==> src/rtl/sysclk_pkg.sv <==
package sysclk_pkg;
    localparam int KMAX   = 16;
    localparam int KW     = $clog2(KMAX + 1);
    localparam int CODE_W = 3;

    // non-binary code-to-factor mapping
    function automatic logic [KW-1:0] code_factor(input logic [CODE_W-1:0] c);
        logic [KW-1:0] k;
        case (c)
            3'b000:  k = KW'(2);
            3'b001:  k = KW'(16);
            3'b010:  k = KW'(4);
            3'b011:  k = KW'(5);
            3'b100:  k = KW'(6);
            3'b101:  k = KW'(8);
            3'b110:  k = KW'(9);
            default: k = KW'(10);
        endcase
        return k;
    endfunction
endpackage

==> src/rtl/sysclk_postdiv.sv <==
module sysclk_postdiv
    import sysclk_pkg::*;
(
    input  logic              clk,
    input  logic              rst_n,
    input  logic [CODE_W-1:0] code,
    output logic              pll_q,
    output logic              pll_nxt,
    output logic              wrap_nxt
);
    typedef struct packed {
        logic [KW-1:0] cnt;
        logic          lvl;
    } pd_state_t;

    pd_state_t st_d, st_q;
    logic [KW-1:0] k;
    logic [KW-1:0] half;

    always_comb begin
        k    = code_factor(code);
        half = k >> 1;
        st_d = st_q;
        if (st_q.cnt >= k - KW'(1))
            st_d.cnt = '0;
        else
            st_d.cnt = st_q.cnt + KW'(1);
        st_d.lvl = (st_d.cnt < half);
    end

    always_ff @(posedge clk or negedge rst_n) begin
        if (!rst_n) begin
            st_q.cnt <= '1;
            st_q.lvl <= 1'b0;
        end else begin
            st_q <= st_d;
        end
    end

    assign pll_q    = st_q.lvl;
    assign pll_nxt  = st_d.lvl;
    assign wrap_nxt = (st_d.cnt == '0);
endmodule

==> src/rtl/sysclk_slowdiv.sv <==
module sysclk_slowdiv #(
    parameter int RW = 5
) (
    input  logic          clk,
    input  logic          rst_n,
    input  logic [RW-1:0] reload,
    input  logic          pll_nxt,
    input  logic          wrap_nxt,
    output logic          slow_q,
    output logic          slow_nxt
);
    localparam int NW = RW + 1;

    typedef struct packed {
        logic [RW-1:0] pcnt;
        logic          lvl;
    } sd_state_t;

    sd_state_t st_d, st_q;
    logic [NW-1:0] n_eff;

    always_comb begin
        n_eff = (reload == '0) ? NW'(1 << RW) : {1'b0, reload};
        st_d  = st_q;
        if (wrap_nxt) begin
            if ({1'b0, st_q.pcnt} >= n_eff - NW'(1))
                st_d.pcnt = '0;
            else
                st_d.pcnt = st_q.pcnt + RW'(1);
        end
        if (n_eff == NW'(1))
            st_d.lvl = pll_nxt;
        else
            st_d.lvl = ({1'b0, st_d.pcnt} < (n_eff >> 1));
    end

    always_ff @(posedge clk or negedge rst_n) begin
        if (!rst_n) begin
            st_q.pcnt <= '1;
            st_q.lvl  <= 1'b0;
        end else begin
            st_q <= st_d;
        end
    end

    assign slow_q   = st_q.lvl;
    assign slow_nxt = st_d.lvl;
endmodule

==> src/rtl/sysclk_glitchsw.sv <==
module sysclk_glitchsw (
    input  logic clk,
    input  logic rst_n,
    input  logic want_slow,
    input  logic pll_q,
    input  logic slow_q,
    input  logic pll_nxt,
    input  logic slow_nxt,
    output logic sys_q,
    output logic sel_q
);
    typedef struct packed {
        logic sel;
        logic out;
    } sw_state_t;

    sw_state_t st_d, st_q;

    always_comb begin
        st_d = st_q;
        if ((want_slow != st_q.sel) && !pll_q && !slow_q)
            st_d.sel = want_slow;
        st_d.out = st_d.sel ? slow_nxt : pll_nxt;
    end

    always_ff @(posedge clk or negedge rst_n) begin
        if (!rst_n) st_q <= '0;
        else        st_q <= st_d;
    end

    assign sys_q = st_q.out;
    assign sel_q = st_q.sel;
endmodule

==> src/rtl/sysclk_divmux.sv <==
module sysclk_divmux
    import sysclk_pkg::*;
#(
    parameter int VCO_KHZ  = 160000,
    parameter int FMAX_KHZ = 40000,
    parameter int RELOAD_W = 5
) (
    input  logic                vco_clk,
    input  logic                rst_n,
    input  logic [CODE_W-1:0]   kdiv_code,
    input  logic [RELOAD_W-1:0] slow_reload,
    input  logic                slow_en,
    output logic                pll_clk,
    output logic                sys_clk,
    output logic                odd_flag,
    output logic                overfreq_flag
);
    typedef struct packed {
        logic odd;
        logic ovr;
    } flag_state_t;

    flag_state_t fl_d, fl_q;
    logic [KW-1:0] k_sel;
    logic pll_nxt, wrap_nxt, slow_q, slow_nxt, sel_q;

    sysclk_postdiv u_postdiv (
        .clk      (vco_clk),
        .rst_n    (rst_n),
        .code     (kdiv_code),
        .pll_q    (pll_clk),
        .pll_nxt  (pll_nxt),
        .wrap_nxt (wrap_nxt)
    );

    sysclk_slowdiv #(.RW(RELOAD_W)) u_slowdiv (
        .clk      (vco_clk),
        .rst_n    (rst_n),
        .reload   (slow_reload),
        .pll_nxt  (pll_nxt),
        .wrap_nxt (wrap_nxt),
        .slow_q   (slow_q),
        .slow_nxt (slow_nxt)
    );

    sysclk_glitchsw u_glitchsw (
        .clk       (vco_clk),
        .rst_n     (rst_n),
        .want_slow (slow_en),
        .pll_q     (pll_clk),
        .slow_q    (slow_q),
        .pll_nxt   (pll_nxt),
        .slow_nxt  (slow_nxt),
        .sys_q     (sys_clk),
        .sel_q     (sel_q)
    );

    always_comb begin
        k_sel  = code_factor(kdiv_code);
        fl_d.odd = k_sel[0];
        fl_d.ovr = (VCO_KHZ > FMAX_KHZ * int'(k_sel));
    end

    always_ff @(posedge vco_clk or negedge rst_n) begin
        if (!rst_n) fl_q <= '0;
        else        fl_q <= fl_d;
    end

    assign odd_flag      = fl_q.odd;
    assign overfreq_flag = fl_q.ovr;
endmodule

==> config.mk <==
export PLATFORM = sky130hd
export DESIGN_NAME = sysclk_divmux
export DESIGN_NICKNAME = d
export VERILOG_FILES = /design/src/rtl/sysclk_pkg.sv /design/src/rtl/sysclk_postdiv.sv /design/src/rtl/sysclk_slowdiv.sv /design/src/rtl/sysclk_glitchsw.sv /design/src/rtl/sysclk_divmux.sv
export SDC_FILE = /design/constraint.sdc
export NUM_CORES = 1
export LEC_CHECK = 0
export ABC_AREA = 1
export BUFFER_PORTS_ARGS = -buffer_cell sky130_fd_sc_hd__buf_2
export CELL_PAD_IN_SITES_DETAIL_PLACEMENT = 0
export CELL_PAD_IN_SITES_GLOBAL_PLACEMENT = 1
export CORE_ASPECT_RATIO = 0.9
export CORE_MARGIN = 5
export CORE_UTILIZATION = 40
export CTS_CLUSTER_SIZE = 16
export DETAILED_ROUTE_END_ITERATION = 12
export PLACE_DENSITY = 0.76
export SKIP_LAST_GASP = 1
export SLEW_MARGIN = 20
export SYNTH_ARGS = -nofsm -noshare
export SYNTH_HDL_FRONTEND = slang
export SYNTH_SLANG_ARGS = --single-unit
export TNS_END_PERCENT = 50
==> constraint.sdc <==
create_clock -name vco_clk -period 3.55 [get_ports vco_clk]
set_clock_uncertainty 0.05 [all_clocks]
set_input_delay 0.355 -clock vco_clk [delete_from_list [all_inputs] [get_ports vco_clk]]
set_output_delay 0.355 -clock vco_clk [all_outputs]
set_load 0.005 [all_outputs]
Word-level counts from Yosys, hierarchy flattened
Cells that the tools add are included.
{"block": "op_classes", "addsub": 4, "multipliers": 1, "div_mod_pow": 0, "order_cmp": 5, "eq_ne": 8, "n_shift": 0, "mux": 8, "n_bitwise": 0, "n_reduce_logical": 7}
{"operator": "$pmux W5 S7", "n": 1}
{"operator": "$gt A18 B21 Y1 const A", "n": 1}
{"operator": "$mul A10 B5 Y15 const A", "n": 1}
{"operator": "$mux W5", "n": 3}
{"operator": "$add A5 B1 Y5 const B", "n": 2}
{"operator": "$logic_not A5 Y1", "n": 2}
{"operator": "$eq A3 B3 Y1 const B", "n": 3}
{"operator": "$eq A3 B2 Y1 const B", "n": 2}
{"operator": "$eq A6 B1 Y1 const B", "n": 1}
{"operator": "$ge A5 B6 Y1", "n": 1}
{"operator": "$mux W6", "n": 1}
{"operator": "$sub A6 B1 Y6 const B", "n": 1}
{"operator": "$ge A5 B5 Y1", "n": 1}
{"operator": "$lt A5 B4 Y1", "n": 1}
{"operator": "$lt A5 B5 Y1", "n": 1}
{"operator": "$sub A5 B1 Y5 const B", "n": 1}
{"operator": "$eq A3 B1 Y1 const B", "n": 1}
{"operator": "$logic_not A3 Y1", "n": 1}
{"operator": "$mux W1", "n": 3}
{"operator": "$logic_and A1 B1 Y1", "n": 2}
{"operator": "$logic_not A1 Y1", "n": 2}
{"operator": "$ne A1 B1 Y1", "n": 1}
{"block": "word_totals", "regBits": 16, "latch_bits": 0, "ram_bits": 0, "rom_bits": 0, "input_bits": 11, "output_inout_bits": 4, "elab_cells": 41, "n_memories": 0}

Longest topological paths before layout
{"block": "depth", "word_depth": 10, "ltp_mapped": 30, "depth_no_buf": 30}

Hierarchy
A second synthesis with hierarchy kept.
{"block": "hier_totals", "cells_unflattened": 276, "area_unflattened_um2": 1859.3}
{"mod": "sysclk_slowdiv", "n_inst": 1, "cells_per_inst": 88, "area_each_um2": 608.1, "seq_area_each_um2": 156.4}
{"mod": "sysclk_postdiv", "n_inst": 1, "cells_per_inst": 85, "area_each_um2": 594.3, "seq_area_each_um2": 156.4}
{"mod": "sysclk_divmux", "n_inst": 1, "cells_per_inst": 91, "area_each_um2": 566.8, "seq_area_each_um2": 50.0}
{"mod": "sysclk_glitchsw", "n_inst": 1, "cells_per_inst": 12, "area_each_um2": 90.1, "seq_area_each_um2": 50.0}

Least setup slack after synthesis
Ideal clock, no wire load.
{"block": "synth_path", "path_kind": "input -> register", "start": "input port kdiv_code[1]", "end": "register u_glitchsw.st_q, in the netlist u_glitchsw.sys_q", "setup_ns": 0.065, "arrival_ns": 3.441, "required_time_ns": 3.435, "path_slack_ns": -0.006, "path_stages": 26, "n_path_buf": 0, "cell_sequence": "nor2_1 -> inv_1 -> o21ai_1 -> inv_1 -> ha_1 -> nand2_1 -> xnor2_1 -> inv_1 -> ha_1 -> a21oi_1 -> nand2_1 -> nor2_4 -> nand2_2 -> nand3_4 -> inv_2 -> a21oi_1 -> nand3b_1 -> inv_1 -> ha_1 -> a21oi_1 -> nor2_1 -> a2111oi_0 -> nand2_1 -> nand2_2 -> nand2_1 -> nand2_1"}
{"item": "from (decl)", "line_no": "sysclk_divmux.sv:10", "rtl": "input logic [CODE_W-1:0] kdiv_code,"}
{"item": "to (signal assigned)", "line_no": "sysclk_glitchsw.sv:28", "rtl": "else st_q <= st_d;"}
{"item": "to (decl)", "line_no": "sysclk_glitchsw.sv:17", "rtl": "sw_state_t st_d, st_q;"}

==> summary.txt <==
Status - complete, no violations
Crit. End Element - flip-flop
RR Endpoint - u_glitchsw.sys_q
# IOs - 15
Crit path arrival time - 3.44 ns
Final period util - 0.9288
Leakage - 1.222 nW
Overall routing resource usage - 0.1405
DRT iter0 DRCs - 70
Final hold vios - 0
Commonest cells post-synth - inv_1, ha_1, nand2_1
Total CTS buffers - 3
TritonCTS clock tree - done
Final ANT Viol Nets - 0
Max Cap Viol - 0
Syn_area_per_cell - 7.767 sq um
CP max stage delay - 0.29 ns
First-pass GRT wire length - 6.499 mm
Share of cells above drive strength 1 - 0.3247
Crit-path slowest cell - ha_1
Area Growth Syn to Fin - 27.08%
Top cells by area, synth - ha_1, dfstp_2, inv_1, dfrtp_1, nand2_1
Rows - 22
RR Startpoint - u_postdiv.st_q[1]
Yosys cell types - 34
Max VDD drop - 0.4009 mV
Critical path startpoint category - input port
Hold Path Origin - slow_en
Core box area - 0.004156 sq mm
Crit path max fanout - 4
Seq/Total Area, Yosys - 0.2352
Worst-Margin Slew - 0.3723 ns
Relative slew slack - 0.7492
Syn Inst Count - 226
WHS - 0.3937 ns
Nets - 323
Bufs on Longest Clock Path - 2
Drt total wl - 3.692 mm
Final Slew Violations - 0
Crit path time final - 3.297 ns
Die width - 79.83 um
Grt ovf - 0
Skew-Pair Late Insertion Delay - 0.25 ns
HPWL Detailed - 3.090 mm
Count leader, synth - inv_1
Yosys reg bits - 16
Post-synth EDFFs - 0
Crit-path most repeated cell - nand2_1
Async SR Flop Fraction - 1.000
Average wire per standard cell - 11.15 um
RePlAce Congestion - 0.8151
Cell count along the critical path - 27
Final setup vio count - 0
Die height - 72.85 um
Fill cell count - 411
F_max - 0.3033 GHz
Post-route cell area - 0.002231 sq mm
Reg2Reg Setup Slack - 0.67 ns
Clock sink total - 16
Share of the synthesized area in the top cell type - 0.2851
Top_reg_cell synth - dfstp_2
IO Port Bufs - 14
Die area - 0.005815 sq mm
Drt pass-1 iters - 4
Initial antenna violation count - 0
Worst path required time - 3.70 ns
Bufs and invs on worst path - 5
H-tree level count - 1
Placement Cell Area - 0.002096 sq mm
PwrDens - 650.6 mW/mm^2
Vias - 1490
Root buf cell - clkbuf_8
Cell Area, Synth - 0.001755 sq mm
Number of global-route vias before repair - 1451
Worst Hold End - u_glitchsw.sel_q
Worst Hold Class - in -> reg
Largest net degree at the start of global routing - 17
Starting density of the core - 0.4223
Ys Warns - 0
N_diodes - 0
Clock transition at the registers of the reported paths - 0.06 ns
Hold Path Depth - 4
Top delay family on crit path - simple AND/OR/NAND/NOR gates
Drt via density - 4.502
Leading area contributor after synthesis - ha_1
Reg2reg path depth - 24
Remaining DRCs - 0
Kind of critical path - in -> reg
Syn_nets - 277
## power breakdown
part	leakage (nW)	internal, W	switching (W)
registers	0.174	0.000296	0.0000640
clock network	0.0228	0.0000796	0.0000612
logic	1.02	0.000435	0.000516
## cell type report
| class | count | area (sq um) | share of cell area |
|---|---|---|---|
| Multi-Input combinational cell | 164 | 1246 | 0.5586 |
| Sequential cell | 16 | 412.9 | 0.1851 |
| Timing Repair Buffer | 42 | 282.8 | 0.1268 |
| Inverter | 45 | 168.9 | 0.07572 |
| Tap cell | 60 | 75.07 | 0.03365 |
| Clock buffer | 4 | 45.04 | 0.02019 |
## repair_timing
action                                  in CTS  in global routing
buffers inserted                             0                  1
hold endpoints to repair                     6                  0
endpoints found under the setup margin       0                  2
resized for setup                            0                 18
hold buffers                                 1                  0
## sequential cells by signal, indices dropped and copies added, names as in the netlist
signal and flops:
u_slowdiv.slow_q 1, u_slowdiv.st_q 5, u_glitchsw.sel_q 1, u_postdiv.st_q 5, u_glitchsw.sys_q 1, overfreq_flag 1, odd_flag 1, u_postdiv.pll_q 1
## how the worst max path moves through the flow
stage | start | end
finish | kdiv_code[2] | u_glitchsw.sys_q
detailed placement | kdiv_code[1] | u_glitchsw.sys_q
global placement | kdiv_code[1] | u_glitchsw.sys_q
global route | kdiv_code[2] | u_glitchsw.sys_q
CTS | kdiv_code[1] | u_glitchsw.sys_q
floorplan | kdiv_code[1] | u_glitchsw.sys_q
## cells in the final DEF, fill, tap and decap left out, types with 2 or more instances in the layout
cell / count
clkbuf_8: 3
buf_4: 27
ha_1: 38
dfstp_2: 10
nor3b_1: 2
dfrtp_1: 6
nand2_2: 5
xor2_1: 5
nand3_1: 11
a31o_2: 2
nor2_2: 5
inv_2: 6
a21oi_2: 3
o21ai_0: 3
nor2_1: 17
a21oi_1: 3
xnor2_1: 3
nand4_1: 5
inv_1: 39
nand2_1: 38
o21a_1: 2
nor2_4: 3
o21ai_2: 3
buf_2: 14
ha_4: 2
## kinds of logic after synthesis
kind of cell	after synthesis	synth area share
fa+ha+maj	40	0.2851
xor+xnor	8	0.03992
simple gates	93	0.2495
compound gates	23	0.09195
buf+inv	46	0.09836
flops	16	0.2352
## metal layers
layer	track usage	routed length, um	vias to the layer above
li1	-	-	823
met1	0.2166	2109	649
met2	0.1983	1471	13
met3	0.03086	85	5
met4	0.02814	25	0
met5	0	0	-
## worst register-to-register path: stages, from the launching register on
cell and delay [ns]:
dfstp_2 0.55, inv_1 0.07, ha_1 0.27, inv_1 0.03, nand2_1 0.04, nand2_1 0.06, nor2_2 0.15, nor2_4 0.07
o21ai_2 0.09, nand3_4 0.09, inv_2 0.07, nand3_2 0.09, nor2_2 0.09, nand2_1 0.06, nand3_1 0.07, inv_1 0.08
ha_4 0.28, nand2_1 0.07, buf_4 0.13, nor2_1 0.09, nand2_1 0.06, nand2_1 0.08, nand2_2 0.05, nand2_1 0.05
nand2_1 0.04
## per-stage QoR
step	std cells	worst slack [ns]	total power [W]	TNS [ns]	util
after floorplan	226	0.02091	0.0009736	0	-
after global placement	325	-0.1750	0.001262	-0.2605	0.5042
after detailed placement	325	-0.2325	0.001265	-0.3596	0.5042
after CTS	330	0.03826	0.001416	0	0.5175
after global routing	331	-0.04133	0.001636	-0.04133	0.5367
final	331	0.2529	0.001452	0	0.5367
Note: power is estimated with default switching activity, not from simulation.
